==> src/rtl/sd_pkg.sv <==
package sd_pkg;
  localparam int CTRL_W     = 8;
  localparam int EN_BIT     = 0;
  localparam int LONG_BIT   = 1;
  localparam int MODE_BIT   = 3;
  localparam int PS_LSB     = 4;
  localparam int PS_W       = 4;
  localparam int PS_MAX_LOG = 8;
  localparam int SHORT_N    = 9;
  localparam int SHORT_TAP  = 5;
  localparam int LONG_N     = 10;
  localparam int LONG_TAP   = 7;

  typedef struct packed {
    logic             active;
    logic             long_seq;
    logic [PS_W-1:0]  psel;
  } sd_cfg_t;

  function automatic sd_cfg_t decode_ctrl(input logic [CTRL_W-1:0] c);
    sd_cfg_t r;
    r.active   = c[EN_BIT] & c[MODE_BIT];
    r.long_seq = c[LONG_BIT];
    r.psel     = c[PS_LSB +: PS_W];
    return r;
  endfunction
endpackage

==> src/rtl/sd_sync.sv <==
module sd_sync #(
  parameter int STAGES = 2
) (
  input  logic clk_i,
  input  logic rst_ni,
  input  logic d_i,
  output logic q_o
);
  logic [STAGES-1:0] sr_q;

  always_ff @(posedge clk_i or negedge rst_ni) begin
    if (!rst_ni) sr_q <= '0;
    else         sr_q <= {sr_q[STAGES-2:0], d_i};
  end

  assign q_o = sr_q[STAGES-1];
endmodule

==> src/rtl/sd_prescaler.sv <==
module sd_prescaler #(
  parameter int SEL_W   = 4,
  parameter int MAX_LOG = 8
) (
  input  logic             clk_i,
  input  logic             rst_ni,
  input  logic             active_i,
  input  logic [SEL_W-1:0] sel_i,
  output logic             tick_o
);
  localparam int CNT_W = (MAX_LOG > 0) ? MAX_LOG : 1;

  logic [CNT_W-1:0] cnt_q;
  logic [CNT_W-1:0] lim;
  logic [SEL_W-1:0] sel_c;

  always_comb begin
    sel_c = (sel_i > SEL_W'(MAX_LOG)) ? SEL_W'(MAX_LOG) : sel_i;
    lim   = CNT_W'(({{CNT_W{1'b0}}, 1'b1} << sel_c) - 1'b1);
  end

  assign tick_o = active_i && (cnt_q == lim);

  always_ff @(posedge clk_i or negedge rst_ni) begin
    if (!rst_ni)                cnt_q <= '0;
    else if (!active_i || tick_o) cnt_q <= '0;
    else                        cnt_q <= cnt_q + 1'b1;
  end
endmodule

==> src/rtl/sd_prs.sv <==
module sd_prs #(
  parameter int SHORT_N   = 9,
  parameter int SHORT_TAP = 5,
  parameter int LONG_N    = 10,
  parameter int LONG_TAP  = 7
) (
  input  logic clk_i,
  input  logic rst_ni,
  input  logic active_i,
  input  logic long_i,
  input  logic tick_i,
  output logic drv_o,
  output logic wrap_o
);
  localparam logic [LONG_N-1:0] SEED      = LONG_N'(1);
  localparam logic [LONG_N-1:0] SHORT_END = LONG_N'((1 << SHORT_N) - 2);
  localparam logic [LONG_N-1:0] LONG_END  = LONG_N'((1 << LONG_N) - 2);

  logic [LONG_N-1:0] st_q, st_d;
  logic [LONG_N-1:0] step_q;
  logic [LONG_N-1:0] last_step;
  logic              fb;

  always_comb begin
    st_d = '0;
    if (long_i) begin
      fb   = st_q[LONG_N-1] ^ st_q[LONG_TAP-1];
      st_d = {st_q[LONG_N-2:0], fb};
    end else begin
      fb                = st_q[SHORT_N-1] ^ st_q[SHORT_TAP-1];
      st_d[SHORT_N-1:0] = {st_q[SHORT_N-2:0], fb};
    end
    last_step = long_i ? LONG_END : SHORT_END;
  end

  assign wrap_o = tick_i && (step_q == last_step);
  assign drv_o  = active_i && (long_i ? st_q[LONG_N-1] : st_q[SHORT_N-1]);

  always_ff @(posedge clk_i or negedge rst_ni) begin
    if (!rst_ni) begin
      st_q   <= SEED;
      step_q <= '0;
    end else if (!active_i) begin
      st_q   <= SEED;
      step_q <= '0;
    end else if (tick_i) begin
      st_q   <= st_d;
      step_q <= wrap_o ? '0 : step_q + 1'b1;
    end
  end
endmodule

==> src/rtl/sd_accum.sv <==
module sd_accum #(
  parameter int CNT_W = 16
) (
  input  logic             clk_i,
  input  logic             rst_ni,
  input  logic             active_i,
  input  logic             inc_i,
  input  logic             wend_i,
  output logic [CNT_W-1:0] acc_o,
  output logic [CNT_W-1:0] count_o,
  output logic             done_o
);
  localparam logic [CNT_W-1:0] MAX = {CNT_W{1'b1}};

  logic [CNT_W-1:0] acc_q, acc_nxt, count_q;
  logic             done_q;

  always_comb begin
    acc_nxt = acc_q;
    if (inc_i && acc_q != MAX) acc_nxt = acc_q + 1'b1;
  end

  always_ff @(posedge clk_i or negedge rst_ni) begin
    if (!rst_ni) begin
      acc_q   <= '0;
      count_q <= '0;
      done_q  <= 1'b0;
    end else begin
      done_q <= wend_i;
      if (!active_i) begin
        acc_q <= '0;
      end else if (wend_i) begin
        count_q <= acc_nxt;
        acc_q   <= '0;
      end else begin
        acc_q <= acc_nxt;
      end
    end
  end

  assign acc_o   = acc_q;
  assign count_o = count_q;
  assign done_o  = done_q;
endmodule

==> src/rtl/sd_sense_counter.sv <==
module sd_sense_counter
  import sd_pkg::*;
#(
  parameter int CNT_W = 16
) (
  input  logic              clk_i,
  input  logic              rst_ni,
  input  logic              cmp_async_i,
  input  logic              start_i,
  input  logic [CTRL_W-1:0] ctrl_i,
  output logic              sense_drv_o,
  output logic [CNT_W-1:0]  count_o,
  output logic              done_o
);
  sd_cfg_t          cfg;
  logic             cmp_sync;
  logic             tick;
  logic             wend;
  logic             inc;
  logic [CNT_W-1:0] acc;

  assign cfg = decode_ctrl(ctrl_i);
  assign inc = cfg.active && cmp_sync && start_i;

  sd_sync #(.STAGES(2)) u_sync (
    .clk_i  (clk_i),
    .rst_ni (rst_ni),
    .d_i    (cmp_async_i),
    .q_o    (cmp_sync)
  );

  sd_prescaler #(.SEL_W(PS_W), .MAX_LOG(PS_MAX_LOG)) u_presc (
    .clk_i    (clk_i),
    .rst_ni   (rst_ni),
    .active_i (cfg.active),
    .sel_i    (cfg.psel),
    .tick_o   (tick)
  );

  sd_prs #(
    .SHORT_N(SHORT_N), .SHORT_TAP(SHORT_TAP),
    .LONG_N(LONG_N),   .LONG_TAP(LONG_TAP)
  ) u_prs (
    .clk_i    (clk_i),
    .rst_ni   (rst_ni),
    .active_i (cfg.active),
    .long_i   (cfg.long_seq),
    .tick_i   (tick),
    .drv_o    (sense_drv_o),
    .wrap_o   (wend)
  );

  sd_accum #(.CNT_W(CNT_W)) u_acc (
    .clk_i    (clk_i),
    .rst_ni   (rst_ni),
    .active_i (cfg.active),
    .inc_i    (inc),
    .wend_i   (wend),
    .acc_o    (acc),
    .count_o  (count_o),
    .done_o   (done_o)
  );
endmodule

==> config.mk <==
export PLATFORM = sky130hd
export DESIGN_NAME = sd_sense_counter
export DESIGN_NICKNAME = d
export VERILOG_FILES = /design/src/rtl/sd_pkg.sv /design/src/rtl/sd_sync.sv /design/src/rtl/sd_prescaler.sv /design/src/rtl/sd_prs.sv /design/src/rtl/sd_accum.sv /design/src/rtl/sd_sense_counter.sv
export SDC_FILE = /design/constraint.sdc
export NUM_CORES = 1
export LEC_CHECK = 0
export ABC_CLOCK_PERIOD_IN_PS = 6000
export BUFFER_PORTS_ARGS = -buffer_cell sky130_fd_sc_hd__buf_2
export CORE_ASPECT_RATIO = 1.2
export CORE_UTILIZATION = 63
export DETAILED_ROUTE_END_ITERATION = 10
export GPL_TIMING_DRIVEN = 0
export PLACE_DENSITY_LB_ADDON = 0.1
export RECOVER_POWER = 100
export SETUP_SLACK_MARGIN = 0.15
export SKIP_LAST_GASP = 1
export SYNTH_ARGS = -nofsm -noshare
export SYNTH_HDL_FRONTEND = slang
export SYNTH_SLANG_ARGS = --single-unit
export TNS_END_PERCENT = 100
==> constraint.sdc <==
create_clock -name clk_i -period 6 [get_ports clk_i]
set_input_delay 1.5 -clock clk_i [delete_from_list [all_inputs] [get_ports clk_i]]
set_output_delay 1.5 -clock clk_i [all_outputs]
set_load 0.1 [all_outputs]
Yosys cells after proc, flatten, opt, wreduce, memory -nomap -nowiden
Index checks and enable logic that the tools add are counted.
Word-level totals
  register bits: 63
  latch bits: 0
  bits in writable memories: 0
  memory bits (read-only): 0
  input bits: 12
  output and inout port bits: 18
  logic and storage cells: 43
  memories kept: 0
Cells by class
  $add $sub $neg: 4
  multipliers: 0
  div/mod/pow operators: 0
  order comparisons: 1
  eq/ne operators: 4
  shift-type cells: 1
  mux-type cells: 14
  bitwise logic cells: 3
  reduce and logical (&&, ||, !) cells: 9
Operators with widths (number)
  $mux W10: 6
  $mux W16: 3
  $add A16 B1 Y16 const B: 1
  $ne A16 B16 Y1 const B: 1
  $add A10 B1 Y10 const B: 1
  $eq A10 B10 Y1: 1
  $add A8 B1 Y8 const B: 1
  $eq A8 B8 Y1: 1
  $mux W8: 1
  $shl A1 B4 Y8 const A: 1
  $sub A8 B1 Y8 const B: 1
  $logic_and A1 B1 Y1: 6
  $gt A4 B4 Y1 const B: 1
  $mux W4: 1
  $mux W1: 3
  $ne A2 B2 Y1 const B: 1
  $reduce_and A2 Y1: 1
  $xor A1 B1 Y1: 2
  $and A1 B1 Y1: 1
  $logic_not A1 Y1: 1
  $logic_or A1 B1 Y1: 1

Logic depth before layout (Yosys ltp)
Gate-level depths: netlist (run 1).
  depth after elaboration: 10
  gate-level depth with buffers: 13
  mapped depth without buffers: 9

Cells and area by module
Synthesis (run 1) repeated with hierarchy kept, for this count alone.
Unflattened totals
  cells, all modules: 337
  area, all modules: 3370.7 um2
By module, submodules not included
  sd_accum: instances 1, cells each 157, area an instance 1600.3 um2, seq. area each 825.8 um2
  sd_prs: instances 1, cells each 107, area an instance 1079.8 um2, seq. area each 501.7 um2
  sd_prescaler: instances 1, cells each 69, area an instance 624.3 um2, seq. area each 200.2 um2
  sd_sync: instances 1, cells each 2, area an instance 50.0 um2, seq. area each 50.0 um2
  sd_sense_counter: instances 1, cells each 2, area an instance 16.3 um2, seq. area each 0.0 um2

Worst setup path after synthesis (run 1)
Ideal clock, no wire load.
  kind: input port to output port
  from: in ctrl_i[0]
  to: out sense_drv_o
  arrival time: 2.934 ns
  data required time: 4.500 ns
  slack: 1.566 ns
  stages on the path: 2
  buffers on the path: 0
  cell sequence: nand2_1 -> nor2_1
On the way
  word-level cells in the longest chain between the ends: 2
RTL lines
  start: declaration: line sd_sense_counter.sv:10  | input logic [CTRL_W-1:0] ctrl_i,
  $and A1 B1 Y1: line sd_pkg.sv:22  | r.active = c[EN_BIT] & c[MODE_BIT];
  $logic_and A1 B1 Y1: line sd_prs.sv:37  | assign drv_o = active_i && (long_i ? st_q[LONG_N-1] : st_q[SHORT_N-1]);
  end: declaration: line sd_sense_counter.sv:11  | output logic sense_drv_o,
Every way passes these cells.

Worst setup path after layout (run 1)
  from: in ctrl_i[4]
  to: reg u_acc.acc_q[6] (netlist: u_acc.acc_o[6])
On the way
  word-level cells in the longest chain between the ends: 9
RTL lines
  $gt A4 B4 Y1: line sd_prescaler.sv:18  | sel_c = (sel_i > SEL_W'(MAX_LOG)) ? SEL_W'(MAX_LOG) : sel_i;
  $mux W4 (*): line sd_prescaler.sv:18
  $shl A1 B4 Y8 (*): line sd_prescaler.sv:19  | lim = CNT_W'(({{CNT_W{1'b0}}, 1'b1} << sel_c) - 1'b1);
  $sub A8 B1 Y8 (*): line sd_prescaler.sv:19
  $eq A8 B8 Y1 (*): line sd_prescaler.sv:22  | assign tick_o = active_i && (cnt_q == lim);
  $logic_and A1 B1 Y1 (*): line sd_prescaler.sv:22
  $logic_and A1 B1 Y1 (*): line sd_prs.sv:36  | assign wrap_o = tick_i && (step_q == last_step);
  $mux W16 (*): line sd_accum.sv:32  | end else if (wend_i) begin
  $mux W16 (*): line sd_accum.sv:30  | if (!active_i) begin
  end signal: assignment: line sd_accum.sv:36  | acc_q <= acc_nxt;
  end: declaration: line sd_accum.sv:15  | logic [CNT_W-1:0] acc_q, acc_nxt, count_q;
Mark *: on every way between the ends. The rest lies on a longest branch, timed or not.
A chain may end at the register's enable or synchronous reset.

==> reports/metrics.yaml, run 1 <==
status: "finished with violations"
violations: "max-capacitance violations, max-slew violations"
hold_path_class: "flop to flop"
synth_common_cells: "62 x dfrtp_1, 46 x o21ai_0, 37 x nor2_1"
skew_ns: 0.007869
dp_hpwl_um: 4438
cp-end-kind: "flop"
drive_gt1_share_pct: 7.278
netlist_instances: 328
ys_warn_count: 0
drt_iter0_drc: 201
vias: 2572
post-synth-top-count-cell: "dfrtp_1"
drv_slew: 64
synth_seq_cells: 63
fmax_mhz: 220.5
grt_pass1_wl_um: 10760
synth_fp_nets: 345
grt_pass1_vias: 2407
crit_chain: "clkbuf_1 -> or2_0 -> nand2b_1 -> ha_1 -> xnor2_1 -> xnor2_1 -> nor4_1 -> o2111ai_1 -> clkbuf_1 -> o21ai_0 -> clkbuf_1 -> nor2_1"
period_needed_ns: 4.534
h-tree-depth: 3
irDropWorstVdd_mv: 0.2111
drcViolationCount: 0
hold_viol_final: 0
rows: 27
start_util_pct: 66.83
cts_setup_buffers: 0
synth.distinct_cells: 48
startpoint_type: "input pin"
critPathRequiredTime_ns: 6.19
grt_remaining_overflow: 0
critPathMaxFanout: 10
critPathMaxStageDelay_ns: 0.67
port-buffer-count: 27
cp_slowest_cell: "o21ai_0"
cts_buffers: 9
max-slew-margin-rel_pct: -116.2
viasPerCell: 5.995
synth_top_area_share_pct: 49.80
synth-main-ff-cell: "dfrtp_1"
netlist_area_um2: 3115
io_pins: 30
grt_antenna_before_repair: 0
cts_tree: "done"
drtAntennaViolNets: 0
dieArea_um2: 5232
setup_viol: 0
grt_use_total_pct: 27.34
clk_pin_slew_ns: 0.07
core-area_um2: 4662
crit_top_cell: "clkbuf_1"
grt_max_degree: 64
die_y_um: 79.04
maxCapViolations: 1
drtPass1Iterations: 4
place.gp.congestion: 0.8019
r2r_cells: 8
pwr_density_cell_nw_per_um2: 228.1
clock_latency_ns: 0.33
synthTopCellsByArea: "dfrtp_1 50%, o21ai_0 7.4%, nor2_1 4.5%"
final_util_pct: 74.07
routed_wl_um: 6469
cts_resized: 0
rsz0062_at_grt: "no"
finalNetCount: 383
synth_seq_area_share_pct: 50.64
antennaDiodeCount: 0
path_class: "input pin to flop"
die_x_um: 66.20
clockBufferDepth: 2
p_leak_nw: 1.429
async_flop_share_pct: 100.0
synth_edf_count: 0
ctsHoldBuffers: 0
holdPathStages: 0
yosysTopAreaCell: "dfrtp_1"
wl_per_cell_um: 15.08
worstPathArrival_ns: 4.73
postSynthAreaPerCell_um2: 9.498
period_share_pct: 75.57
setup_tns_ns: 0
clock_sinks: 63
syn2layout_area_growth_pct: 10.84
tightest_slew_ns: 3.244
clk_root_buffer_cell: "clkbuf_8"
[stage by stage]
stage	cell area, um^2	hold slack (ns)	power [mW]	setup WS [ns]	cells
2_1_floorplan	3115	0.3312	0.4529	1.566	328
3_3_place_gp	3323	0.3327	0.4704	1.820	413
3_5_place_dp	3323	0.3411	0.4709	1.783	413
4_1_cts	3498	0.3560	0.7925	2.094	429
5_1_grt	3453	0.3578	0.8113	1.071	429
6_report	3453	0.3516	0.7878	1.466	429
[report_power, final]
part | internal (mW) | total [mW] | leakage, nW | switching, mW
Clock | 0.170 | 0.326 | 0.0959 | 0.156
Combinational | 0.00980 | 0.0341 | 0.461 | 0.0243
Sequential | 0.426 | 0.428 | 0.871 | 0.00139
[critical path, delay by kind of cell]
family	cells	cell delay [ns]
compound gates	2	0.89
xor+xnor	2	0.29
buf+inv	3	0.84
fa+ha+maj	1	0.27
simple gates	4	0.95
[kinds of logic after synthesis]
| family | synth area share [%] |
|---|---|
| simple gates | 20.52 |
| xor+xnor | 7.590 |
| mux | 0.9639 |
| buf+inv | 3.213 |
| compound gates | 15.06 |
| fa+ha+maj | 2.008 |
| flops | 50.64 |
[per-layer routing]
metal | up-vias | track usage (%) | wire [um]
li1 | 1230 | - | -
met1 | 1261 | 33.14 | 2711
met2 | 71 | 47.65 | 3368
met3 | 10 | 4.741 | 278
met4 | 0 | 10.85 | 110
met5 | - | 0 | 0
[path summary, 6_finish.rpt]
kind                                   from          endpoint  slack (ns)
hold reg to reg              u_sync.sr_q[0]    u_sync.sr_q[1]        0.35
min in group asynchronous            rst_ni     u_prs.st_q[1]        2.24
setup / recovery                  ctrl_i[4]    u_acc.acc_o[6]        1.47
max in group asynchronous            rst_ni  u_acc.count_o[6]        1.93
hold / removal               u_sync.sr_q[0]    u_sync.sr_q[1]        0.35
setup reg to reg           u_presc.cnt_q[2]    u_acc.acc_o[6]        3.01
[state kept, by name, summed over array words and instances (netlist names)]
signal	count
u_acc.acc_o	16
u_acc.count_o	16
u_prs.st_q	10
u_prs.step_q	10
u_presc.cnt_q	8
u_sync.sr_q	2
u_acc.done_o	1
[cells in the final DEF, fill, tap and decap left out, types with 2 or more instances in the layout]
cell      Yosys  layout
or3_1         5       5
xnor2_1      13      13
nor2_1       37      37
dfrtp_1      62      62
o211ai_1      3       3
nor2b_1       3       3
a21oi_1      13      13
nand3_1      27      27
nand4_1       7       7
nor3_1        3       3
clkbuf_8      0      11
a21o_1        2       2
and3_1        6       6
o311ai_0      2       2
and4_1        2       2
nor4_1        1       2
o21ai_0      46      51
clkbuf_1     10      34
nand2b_1      2       2
clkinv_2      0       4
ha_1          5       5
xor2_1       14      14
o31ai_1       2       2
buf_2         2       7
mux2i_1       3       3
inv_1         7       7
nand2_1      23      23
[cell type report]
cell class,instances,area [um^2]
Buffer,15,63.81
Clock buffer,12,155.1
Clock inverter,4,20.02
Fill cell,350,1209
Inverter,7,26.28
Multi-Input combinational cell,243,1428
Sequential cell,63,1578
Tap cell,58,72.57
Timing Repair Buffer,27,110.1
(Power assumes the default switching activity.)
==> run 2: changes to the inputs <==
--- a/config.mk
+++ b/config.mk
@@ -5,10 +5,10 @@
 export SDC_FILE = /design/constraint.sdc
 export NUM_CORES = 1
 export LEC_CHECK = 0
-export ABC_CLOCK_PERIOD_IN_PS = 6000
+export ABC_CLOCK_PERIOD_IN_PS = 4360
 export BUFFER_PORTS_ARGS = -buffer_cell sky130_fd_sc_hd__buf_2
 export CORE_ASPECT_RATIO = 1.2
-export CORE_UTILIZATION = 63
+export CORE_UTILIZATION = 59
 export DETAILED_ROUTE_END_ITERATION = 10
 export GPL_TIMING_DRIVEN = 0
 export PLACE_DENSITY_LB_ADDON = 0.1
==> constraint.sdc (replaced) <==
create_clock -name clk_i -period 4.36 [get_ports clk_i]
set_input_delay 1.09 -clock clk_i [delete_from_list [all_inputs] [get_ports clk_i]]
set_output_delay 1.09 -clock clk_i [all_outputs]
set_load 0.1 [all_outputs]
==> reports/metrics.yaml, run 2 (same netlist as run 1, synthesis figures left out) <==
status: "finished with violations"
violations: "max-capacitance violations, max-slew violations"
skew_ns: 0.008704  # +0.0008345 ns
drt_iter0_drc: 186  # -7.5%
cts_resized: 0  # unchanged
ctsHoldBuffers: 0  # unchanged
hold_path_class: "flop to flop"
crit_chain: "clkbuf_1 -> or2_0 -> nand2b_1 -> ha_1 -> or3_1 -> a21oi_1 -> o211ai_1 -> o2111ai_1 -> clkbuf_1 -> clkbuf_1 -> nand2_1 -> nor2_1"
drcViolationCount: 0  # unchanged
critPathMaxStageDelay_ns: 0.39  # -0.28 ns
clk_pin_slew_ns: 0.06  # about the same
syn2layout_area_growth_pct: 10.40
pwr_density_cell_nw_per_um2: 303.5  # +33%
cp.buffers_inverters: 3  # unchanged
setup_tns_ns: 0  # unchanged
p_comb_share_pct: 4.6  # +0.3 points
totalPowerFinal_mw: 1.044  # +32%
drtAntennaViolNets: 0  # unchanged
critPathMaxFanout: 10  # unchanged
rsz0062_at_grt: "no"
critPathCapture: "u_presc.cnt_q[3]"
max-slew-margin-rel_pct: -2.798  # +110 points
antennaDiodeCount: 0  # unchanged
hold_viol_final: 0  # unchanged
finalNetCount: 383  # unchanged
irDropWorstVdd_mv: 0.2481  # +18%
h-tree-depth: 3  # unchanged
vias: 2520  # -2.0%
r2r_setup_slack_ns: 1.87  # -1.14 ns
wl_met1_um: 2821  # +4.1%
dp_cells: 415  # +0.48%
grt_max_degree: 64  # unchanged
p_leak_nw: 1.419  # -0.66%
grt_pass1_wl_um: 10670  # -0.77%
clock_latency_ns: 0.34  # about the same
critPathRequiredTime_ns: 4.63  # -1.56 ns
crit_start: "ctrl_i[4]"
viasPerCell: 5.874  # -2.0%
grt_pass1_vias: 2396  # -0.46%
dp_hpwl_um: 4325  # -2.5%
rows: 28  # +3.7%
period_needed_ns: 3.645
drv_slew: 64  # unchanged
drive_gt1_share_pct: 7.317  # +0.039 points
cts_buffers: 9  # unchanged
highest_layer: "met4"
cp-end-kind: "flop"
r2r-start: "u_presc.cnt_q[2]"
power.share.clock_pct: 39.1  # -2.3 points
period_share_pct: 83.59
cp.depth: 12  # unchanged
worstPathArrival_ns: 3.91  # -0.82 ns
cts_setup_buffers: 0  # unchanged
r2r_cells: 8  # unchanged
final_cell_mix: "62 x dfrtp_1, 50 x o21ai_0, 37 x nor2_1"
drtPass1Iterations: 4  # unchanged
port-buffer-count: 27  # unchanged
grt_use_total_pct: 26.51  # -0.82 points
p_sw_mw: 0.2449  # +34%
place.gp.congestion: 0.7433  # -7.3%
path_class: "input pin to flop"
wl_per_cell_um: 14.80  # -1.8%
core-area_um2: 5010  # +7.5%
fmax_mhz: 274.4
die_x_um: 68.34  # +3.2%
crit_top_cell: "clkbuf_1"
n_fill_cell: 407  # +16%
cp_top_family: "simple AND/OR/NAND/NOR gates"
cp_slowest_cell: "clkbuf_1"
seqPwrFrac_pct: 56.4  # +2.1 points
wl_met2_um: 3175  # -5.7%
maxCapViolations: 1  # unchanged
clock_sinks: 63  # unchanged
io_pins: 30  # unchanged
grt_remaining_overflow: 0  # unchanged
wl_met3_um: 232  # -17%
die_y_um: 81.60  # +3.2%
dieArea_um2: 5576  # +6.6%
startpoint_type: "input pin"
clk_root_buffer_cell: "clkbuf_8"
swShare_pct: 23.46  # +0.34 points
internal_power_mw: 0.7990  # +32%
worstReg2RegEnd: "u_prs.step_q[4]"
layout_commonest_cell: "dfrtp_1"
grt_antenna_before_repair: 0  # unchanged
setup_viol: 0  # unchanged
tightest_slew_ns: 1.542  # -1.702 ns
start_util_pct: 62.19  # -4.6 points
clockBufferDepth: 2  # unchanged
instances_no_fill: 429  # unchanged
cts_tree: "done"
routed_wl_um: 6351  # -1.8%
## run 2: metal layers
metal | track usage (%) | up-vias
met4 | 12.71 | 0
met2 | 45.10 | 47
li1 | - | 1236
met5 | 0 | -
met1 | 30.57 | 1224
met3 | 6.806 | 13
## run 2: final cells by class
| type | instances | area [um^2] | share of cell area [%] |
|---|---|---|---|
| inverters | 7 | 26.28 | 0.7639 |
| multi-input cells | 243 | 1431 | 41.62 |
| flip-flops and latches | 63 | 1578 | 45.87 |
| well taps | 60 | 75.07 | 2.183 |
| clock inverters | 2 | 10.01 | 0.2910 |
| plain buffers | 15 | 72.57 | 2.110 |
| clock buffers | 12 | 135.1 | 3.929 |
| repair buffers | 27 | 111.4 | 3.238 |
## run 2: power by group through the flow
stage | clock [mW] | sequential [mW] | combinational, mW
6_report | 0.408 | 0.588 | 0.0476
5_1_grt | 0.436 | 0.588 | 0.0553
4_1_cts | 0.412 | 0.588 | 0.0494
3_5_place_dp | 0 | 0.599 | 0.0491
3_3_place_gp | 0 | 0.599 | 0.0483
2_1_floorplan | 0 | 0.599 | 0.0245
## run 2: worst min path at each step
stage,from,to,slack [ns],depth (start not counted)
detailed placement,u_sync.sr_q[0],u_sync.sr_q[1],0.36,0
finish,u_sync.sr_q[0],u_sync.sr_q[1],0.36,0
global route,u_sync.sr_q[0],u_sync.sr_q[1],0.37,0
CTS,u_sync.sr_q[0],u_sync.sr_q[1],0.37,0
floorplan,u_sync.sr_q[0],u_sync.sr_q[1],0.33,0
global placement,u_sync.sr_q[0],u_sync.sr_q[1],0.33,0
## run 2: per-stage QoR
step | hold slack, ns | utilization (%) | instance area, um^2 | setup slack, ns
after floorplan | 0.3312 | - | 3115 | 0.7464
after global placement | 0.3334 | 66.38 | 3326 | 0.5795
after detailed placement | 0.3575 | 66.38 | 3326 | 0.5493
after CTS | 0.3718 | 69.28 | 3471 | 0.8786
after global routing | 0.3698 | 68.66 | 3440 | 0.4076
final | 0.3626 | 68.66 | 3440 | 0.7154
